`config.mk`:
```
export PLATFORM = sky130hd
export DESIGN_NAME = nand_reg_bridge
export DESIGN_NICKNAME = d
export VERILOG_FILES = /design/src/rtl/nand_bridge_pkg.sv /design/src/rtl/nand_rb_sync.sv /design/src/rtl/nand_strobe_seq.sv /design/src/rtl/nand_rd_latch.sv /design/src/rtl/nand_reg_bridge.sv
export SDC_FILE = /design/constraint.sdc
export NUM_CORES = 1
export LEC_CHECK = 0
export ABC_AREA = 1
export BUFFER_PORTS_ARGS = -buffer_cell sky130_fd_sc_hd__buf_2
export CAP_MARGIN = 20
export CORE_MARGIN = 1
export CORE_UTILIZATION = 41
export DETAILED_ROUTE_END_ITERATION = 10
export HOLD_SLACK_MARGIN = 0.1
export MAX_ROUTING_LAYER = met4
export PLACE_DENSITY = 0.79
export SLEW_MARGIN = 20
export SYNTH_ARGS = -nofsm -noshare
export SYNTH_HDL_FRONTEND = slang
export SYNTH_SLANG_ARGS = --single-unit
```
`constraint.sdc`:
```
create_clock -name clk -period 1.3 [get_ports clk]
set_input_delay 0.39 -clock clk [delete_from_list [all_inputs] [get_ports clk]]
set_output_delay 0.39 -clock clk [all_outputs]
set_load 0.01 [all_outputs]
```
`src/rtl/nand_bridge_pkg.sv`:
```
// Package: shared field positions, opcode values and sequencer phases for
// the register-mapped NAND bridge. Assumes a 32-bit host register.
package nand_bridge_pkg;

    localparam int REG_W       = 32;
    localparam int BYTE_W      = 8;
    localparam int EN_BIT      = 31;
    localparam int OP_HI       = 30;
    localparam int OP_LO       = 28;
    localparam int BYTE_LO     = 16;
    localparam int BUSY_BIT    = 15;

    localparam logic [2:0] OP_CMD   = 3'd0;
    localparam logic [2:0] OP_ADDR  = 3'd1;
    localparam logic [2:0] OP_READ  = 3'd2;
    localparam logic [2:0] OP_WRITE = 3'd3;

    typedef enum logic [1:0] {
        PH_IDLE  = 2'd0,
        PH_SETUP = 2'd1,
        PH_PULSE = 2'd2,
        PH_HOLD  = 2'd3
    } phase_t;

endpackage

```
`src/rtl/nand_rb_sync.sv`:
```
// Module: synchroniser for the asynchronous flash ready/busy pin.
// Assumes the pin is idle-high (ready); the chain resets to ready.
module nand_rb_sync #(
    parameter int STAGES = 2
) (
    input  logic clk,
    input  logic rst_n,
    input  logic rb_n_async,
    output logic busy
);

    logic [STAGES-1:0] chain_q;

    // Shift the pin through the flop chain, resetting to the ready level.
    always_ff @(posedge clk) begin
        if (!rst_n) begin
            chain_q <= '1;
        end else begin
            chain_q <= {chain_q[STAGES-2:0], rb_n_async};
        end
    end

    assign busy = ~chain_q[STAGES-1];

endmodule

```
`src/rtl/nand_strobe_seq.sv`:
```
// Module: timing sequencer for one flash strobe cycle (setup, pulse, hold).
// Assumes every count is at least 1 and that start arrives only when idle.
// Strobes are registered so the pins never glitch.
module nand_strobe_seq
    import nand_bridge_pkg::*;
#(
    parameter int SETUP_CLKS = 2,
    parameter int PULSE_CLKS = 3,
    parameter int HOLD_CLKS  = 2
) (
    input  logic clk,
    input  logic rst_n,
    input  logic start,
    input  logic rd_cycle,
    output logic we_n,
    output logic re_n,
    output logic active,
    output logic capture,
    output logic done
);

    localparam int MAX_A = (SETUP_CLKS > PULSE_CLKS) ? SETUP_CLKS : PULSE_CLKS;
    localparam int MAX_C = (MAX_A > HOLD_CLKS) ? MAX_A : HOLD_CLKS;
    localparam int CW    = (MAX_C < 2) ? 1 : $clog2(MAX_C);
    localparam logic [CW-1:0] SETUP_LAST = CW'(SETUP_CLKS - 1);
    localparam logic [CW-1:0] PULSE_LAST = CW'(PULSE_CLKS - 1);
    localparam logic [CW-1:0] HOLD_LAST  = CW'(HOLD_CLKS - 1);

    phase_t        phase_q, phase_d;
    logic [CW-1:0] cnt_q, cnt_d;
    logic          rd_q;
    logic          we_n_q, re_n_q;

    // Next-phase and counter logic for the three timed phases.
    always_comb begin
        phase_d = phase_q;
        cnt_d   = cnt_q + CW'(1);
        unique case (phase_q)
            PH_IDLE: begin
                cnt_d = '0;
                if (start) phase_d = PH_SETUP;
            end
            PH_SETUP: if (cnt_q == SETUP_LAST) begin
                phase_d = PH_PULSE;
                cnt_d   = '0;
            end
            PH_PULSE: if (cnt_q == PULSE_LAST) begin
                phase_d = PH_HOLD;
                cnt_d   = '0;
            end
            PH_HOLD: if (cnt_q == HOLD_LAST) begin
                phase_d = PH_IDLE;
                cnt_d   = '0;
            end
            default: phase_d = PH_IDLE;
        endcase
    end

    // Phase, counter, cycle kind and registered strobes.
    always_ff @(posedge clk) begin
        if (!rst_n) begin
            phase_q <= PH_IDLE;
            cnt_q   <= '0;
            rd_q    <= 1'b0;
            we_n_q  <= 1'b1;
            re_n_q  <= 1'b1;
        end else begin
            phase_q <= phase_d;
            cnt_q   <= cnt_d;
            if (phase_q == PH_IDLE && start) rd_q <= rd_cycle;
            we_n_q  <= !(phase_d == PH_PULSE && !rd_q);
            re_n_q  <= !(phase_d == PH_PULSE && rd_q);
        end
    end

    assign we_n    = we_n_q;
    assign re_n    = re_n_q;
    assign active  = (phase_q != PH_IDLE);
    assign capture = (phase_q == PH_PULSE) && (cnt_q == PULSE_LAST) && rd_q;
    assign done    = (phase_q == PH_HOLD) && (cnt_q == HOLD_LAST);

    // the two strobes are never low at the same time.
    p_strobes_excl_r5: assert property (@(posedge clk) disable iff (!rst_n)
        !(!we_n && !re_n));

    // a strobe is low only while the sequencer is in a cycle.
    p_strobe_in_cycle_r5: assert property (@(posedge clk) disable iff (!rst_n)
        (!we_n || !re_n) |-> active);

    // done ends the cycle; the next clock is idle.
    p_done_to_idle_r11: assert property (@(posedge clk) disable iff (!rst_n)
        done |=> !active);

endmodule

```
`src/rtl/nand_rd_latch.sv`:
```
// Module: holds the last byte read from the flash bus.
// Assumes capture is high on the last pulse clock, while the flash drives data.
module nand_rd_latch
    import nand_bridge_pkg::*;
(
    input  logic              clk,
    input  logic              rst_n,
    input  logic              capture,
    input  logic [BYTE_W-1:0] dq_i,
    output logic [BYTE_W-1:0] byte_q
);

    // Sample the bus at the end of the read pulse, keep it otherwise.
    always_ff @(posedge clk) begin
        if (!rst_n) begin
            byte_q <= '0;
        end else if (capture) begin
            byte_q <= dq_i;
        end
    end

endmodule

```
`src/rtl/nand_reg_bridge.sv`:
```
// Module: top of the register-mapped NAND bridge. It decodes host accesses
// to the single register, drives latch lines and the data bus, starts strobe
// cycles, and answers the host with a one-clock ready pulse.
// Assumes the host holds the request stable until ready and drops it then.
module nand_reg_bridge
    import nand_bridge_pkg::*;
#(
    parameter int SETUP_CLKS = 2,
    parameter int PULSE_CLKS = 3,
    parameter int HOLD_CLKS  = 2,
    parameter int SYNC_STAGES = 2
) (
    input  logic        clk,
    input  logic        rst_n,
    input  logic        host_req,
    input  logic        host_we,
    input  logic [31:0] host_wdata,
    output logic [31:0] host_rdata,
    output logic        host_ready,
    output logic        nand_ce_n,
    output logic        nand_cle,
    output logic        nand_ale,
    output logic        nand_we_n,
    output logic        nand_re_n,
    output logic [7:0]  nand_dq_o,
    output logic        nand_dq_oe,
    input  logic [7:0]  nand_dq_i,
    input  logic        nand_rb_n
);

    logic [2:0]        op;
    logic              en_bit;
    logic [BYTE_W-1:0] wr_byte;
    logic              accept;
    logic              start_flash;
    logic              start_rd;
    logic              seq_active, seq_capture, seq_done;
    logic              busy;
    logic [BYTE_W-1:0] rd_byte;

    logic              ce_q, cle_q, ale_q, oe_q, armed_q, ack_q;
    logic [BYTE_W-1:0] dq_q;

    assign op      = host_wdata[OP_HI:OP_LO];
    assign en_bit  = host_wdata[EN_BIT];
    assign wr_byte = host_wdata[BYTE_LO +: BYTE_W];

    // Accept a request only when no cycle runs and no ack is pending.
    assign accept = host_req && !seq_active && !ack_q;

    // Decide whether the accepted access needs a flash strobe cycle.
    always_comb begin
        start_rd    = accept && !host_we && armed_q;
        start_flash = start_rd;
        if (accept && host_we) begin
            start_flash = (op == OP_CMD) || (op == OP_ADDR) ||
                          ((op == OP_WRITE) && en_bit);
        end
    end

    // Register decode: chip enable, arming, latch lines, bus drive and ack.
    always_ff @(posedge clk) begin
        if (!rst_n) begin
            ce_q    <= 1'b0;
            cle_q   <= 1'b0;
            ale_q   <= 1'b0;
            oe_q    <= 1'b0;
            dq_q    <= '0;
            armed_q <= 1'b0;
            ack_q   <= 1'b0;
        end else begin
            ack_q <= 1'b0;
            if (accept) begin
                if (host_we) begin
                    ce_q    <= en_bit;
                    armed_q <= (op == OP_READ);
                    if (start_flash) begin
                        cle_q <= (op == OP_CMD);
                        ale_q <= (op == OP_ADDR);
                        dq_q  <= wr_byte;
                        oe_q  <= 1'b1;
                    end else begin
                        ack_q <= 1'b1;
                    end
                end else if (!start_rd) begin
                    ack_q <= 1'b1;
                end
            end
            if (seq_done) begin
                cle_q <= 1'b0;
                ale_q <= 1'b0;
                oe_q  <= 1'b0;
                ack_q <= 1'b1;
            end
        end
    end

    nand_strobe_seq #(
        .SETUP_CLKS (SETUP_CLKS),
        .PULSE_CLKS (PULSE_CLKS),
        .HOLD_CLKS  (HOLD_CLKS)
    ) u_seq (
        .clk      (clk),
        .rst_n    (rst_n),
        .start    (start_flash),
        .rd_cycle (start_rd),
        .we_n     (nand_we_n),
        .re_n     (nand_re_n),
        .active   (seq_active),
        .capture  (seq_capture),
        .done     (seq_done)
    );

    nand_rd_latch u_rd (
        .clk     (clk),
        .rst_n   (rst_n),
        .capture (seq_capture),
        .dq_i    (nand_dq_i),
        .byte_q  (rd_byte)
    );

    nand_rb_sync #(
        .STAGES (SYNC_STAGES)
    ) u_sync (
        .clk        (clk),
        .rst_n      (rst_n),
        .rb_n_async (nand_rb_n),
        .busy       (busy)
    );

    assign nand_ce_n  = !ce_q;
    assign nand_cle   = cle_q;
    assign nand_ale   = ale_q;
    assign nand_dq_o  = dq_q;
    assign nand_dq_oe = oe_q;
    assign host_ready = ack_q;
    assign host_rdata = {8'h00, rd_byte, busy, 15'h0000};

    // the two latch lines are never high together.
    p_latch_excl_r5: assert property (@(posedge clk) disable iff (!rst_n)
        !(nand_cle && nand_ale));

    // a write strobe always has the data bus driven.
    p_we_has_data_r5: assert property (@(posedge clk) disable iff (!rst_n)
        !nand_we_n |-> nand_dq_oe);

    // a read strobe begins only while read mode is armed.
    p_re_needs_arm_r7: assert property (@(posedge clk) disable iff (!rst_n)
        $fell(nand_re_n) |-> armed_q);

    // ready is a single-clock pulse.
    p_ready_pulse_r11: assert property (@(posedge clk) disable iff (!rst_n)
        host_ready |=> !host_ready);

    // the bus is not driven during a read cycle.
    p_no_drive_on_read_r5: assert property (@(posedge clk) disable iff (!rst_n)
        !nand_re_n |-> !nand_dq_oe);

endmodule

```
==> results.txt <==
skew final - 0.0168 ns
Final nets - 276
WHS Path Cells - 3
PD cells - 1130 nW/um2
CP Data Required Time - 0.91 ns
Initial Util - 44.5%
R2R Setup Slk - 0.09 ns
CTS tree - done
fin crit share - 94.8%
port buffer count - 48
Reg clk slew, reported paths - 0.10 ns
largest net degree at the start of global routing - 12
Min Hold Slack - 0.274 ns
routing usage on met1 - 18.7%
top cell type's share of synthesized area - 44.6%
ant diodes - 0
area growth from synthesis to layout - 21.7%
Area after DPL - 1610 um2
LEAKAGE - 0.870 nW
die width - 60.3 um
drt drc - 0
synthesized-area fraction occupied by adder cells - 0%
Final ANT Viol Nets - 0
# IOs - 92
initial antenna violation count - 0
sequential element share of the synthesized area - 44.6%
RSZ-0062 raised after global routing - no
Netlist cell types - 24
layout cells sized above 1 - 33.3%
Synth Area in Compound Gates - 11.9%
total congestion overflow - 0
vias in the first global route - 1003
filler instances - 316
Hold WC Path Type - primary input to flip-flop
hold worst-path end - nand_dq_o[5]
Buffers & Inverters on Critical Path - 1
mux share of post-synthesis cell area - 0%
Crit Path Max Fanout - 2
CTS Hold Bufs - 0
yosys warns - 0
Worst Path Arrival - 0.84 ns
Setup Viol. Count Final - 0
CP top delay family - flip-flops
largest area contributor in the netlist - dfxtp_1
post-DP HPWL - 1950 um
Simple-Gate Fraction of Synth Area - 23.8%
Rows - 20
worst reg2reg endpoint - nand_dq_o[0]
Syn Inst Count - 175
setup_tns - 0 ns
finished layout cell area - 1690 um2
Die ar. - 3630 um2
crit path time final - 1.23 ns
core region area - 3130 um2
Routed WL - 2620 um
critical path class - flip-flop to output pin
CP cell instances - buf_2
Setup Slack @ Placement - -0.0702 ns
Worst Hold Launch - host_wdata[21]
die height - 60.3 um
Worst setup EP type - output pin
Via-to-Cell Ratio - 4.36
Max clock buf depth - 2
vias post-DR - 1200
CP peak stage delay - 0.38 ns
Fin. Hold Viols - 0
mapped cell area - 1390 um2
Synth Area in XOR/XNOR - 0%
Synth area leaders - dfxtp_1, buf_4, nor2_1
final core utilization - 54.2%
largest family of logic cells by synthesized area - simple AND/OR/NAND/NOR gates
slowest CP cell - dfxtp_2
GRT Overall Usage - 16.5%
gr busiest metal - met2
TritonCTS buffer count - 5
CP Launch Type - flip-flop
CTS Root Cell - clkbuf_4
DR WL/cell - 9.54 um
met3 Use GR - 6.49%
Seq cells post-synth - 31
max frequency - 811 MHz
Reg2Reg Launch Point - u_seq.phase_q[1]
clock sinks - 31
Final WS setup - 0.0670 ns
run status - finished clean
global-route wire length before repair - 4190 um
worst-case reg-to-reg path depth - 7
1st-pass router iterations - 4
Final GP Congestion - 0.771
peak supply drop - 0.637 mV
final slew viol count - 0
Syn Area/Cell - 7.96 um2
Clock Latency Late Sink - 0.33 ns
1st-iter DRT viols - 38
CTS H-tree lvls - 2
Max Cap Viol - 0
M2 GR Usage - 25.7%
## cell usage after synthesis
cell	instances
nor2_4	3
o211a_1	1
clkbuf_1	2
o21ai_0	13
nand2_2	3
inv_2	1
conb_1	1
nor2_2	1
nor2_8	1
inv_1	15
buf_4	25
nand3_2	1
dfxtp_1	31
a2111oi_0	1
nor2_1	23
buf_6	1
nand3_1	14
nand2_1	18
clkbuf_2	1
a21oi_1	14
nand4_1	1
o21ai_1	1
or2_2	2
o22ai_1	1
## how the worst max path moves through the flow
stage | startpoint | to | slack [ns] | cells past startpoint
after floorplan | host_req | nand_ale | 0.12 | 8
after global placement | host_req | u_seq.re_n | -0.04 | 9
after detailed placement | host_req | u_seq.re_n | -0.07 | 9
after CTS | u_seq.phase_q[0] | nand_dq_o[0] | 0.02 | 7
after global routing | u_seq.phase_q[0] | u_rd.byte_q[1] | 0.01 | 6
final | host_ready | host_ready | 0.07 | 1
## sequential cells by signal, summed over array words and instances, names as in the netlist, 2 cells and up
register,cells
u_rd.byte_q,8
u_seq.cnt_q,2
u_sync.chain_q,2
u_seq.phase_q,2
nand_dq_o,8
## metal layers
layer | vias to the layer above | routed length [um]
met3 | 5 | 166
met2 | 45 | 1230
met1 | 530 | 1180
met5 | - | 0
met4 | 0 | 46
li1 | 620 | -
## per-stage QoR
stage / cells / power, mW
2_1_floorplan: 197 / 1.20
3_3_place_gp: 267 / 1.22
3_5_place_dp: 267 / 1.23
4_1_cts: 274 / 1.94
5_1_grt: 275 / 2.02
6_report: 275 / 1.92
## final cells by class
| type | instances | area [um2] | area share (%) |
|---|---|---|---|
| Inverter | 16 | 60.1 | 3.55 |
| Clock inverter | 1 | 30.0 | 1.77 |
| Multi-Input combinational cell | 121 | 583 | 34.4 |
| Timing Repair Buffer | 56 | 300 | 17.7 |
| Tap cell | 44 | 55.1 | 3.25 |
| Clock buffer | 6 | 41.3 | 2.44 |
| Sequential cell | 31 | 624 | 36.9 |
## tightest hold or removal path, stage by stage
cell,delay [ns]
buf_2,0.08
nor2_1,0.03
nor2_1,0.08
## power by group
group / internal, mW / switching [mW]
registers: 0.978 / 0.0186
logic: 0.0846 / 0.127
clock network: 0.396 / 0.318
total: 1.46 / 0.463
## kinds of logic after synthesis
logic type / Yosys count
and+or+nand+nor: 67
buffers and inverters: 45
AOI/OAI and AO/OA: 31
DFF: 31
other: 1
## timing repair
item | 4_1_cts | 5_1_grt
pin swaps | 0 | 2
resized for setup | 1 | 2
endpoints found under the setup margin | 1 | 19
buffers inserted | 0 | 1
## placed cells by master (no fill, tap or decap)
master	n
a2111oi_0	1
a21oi_1	14
buf_2	48
buf_4	8
bufinv_16	1
clkbuf_1	1
clkbuf_4	5
conb_1	23
dfxtp_1	28
dfxtp_2	3
inv_1	15
inv_2	1
nand2_1	18
nand2_2	3
nand3_1	14
nand3_2	1
nand4_1	1
nor2_1	23
nor2_2	1
nor2_4	3
nor2_8	1
o211a_1	1
o21ai_0	13
o21ai_1	1
o22ai_1	1
or2_2	2
Power figures use the tool's default switching activity.
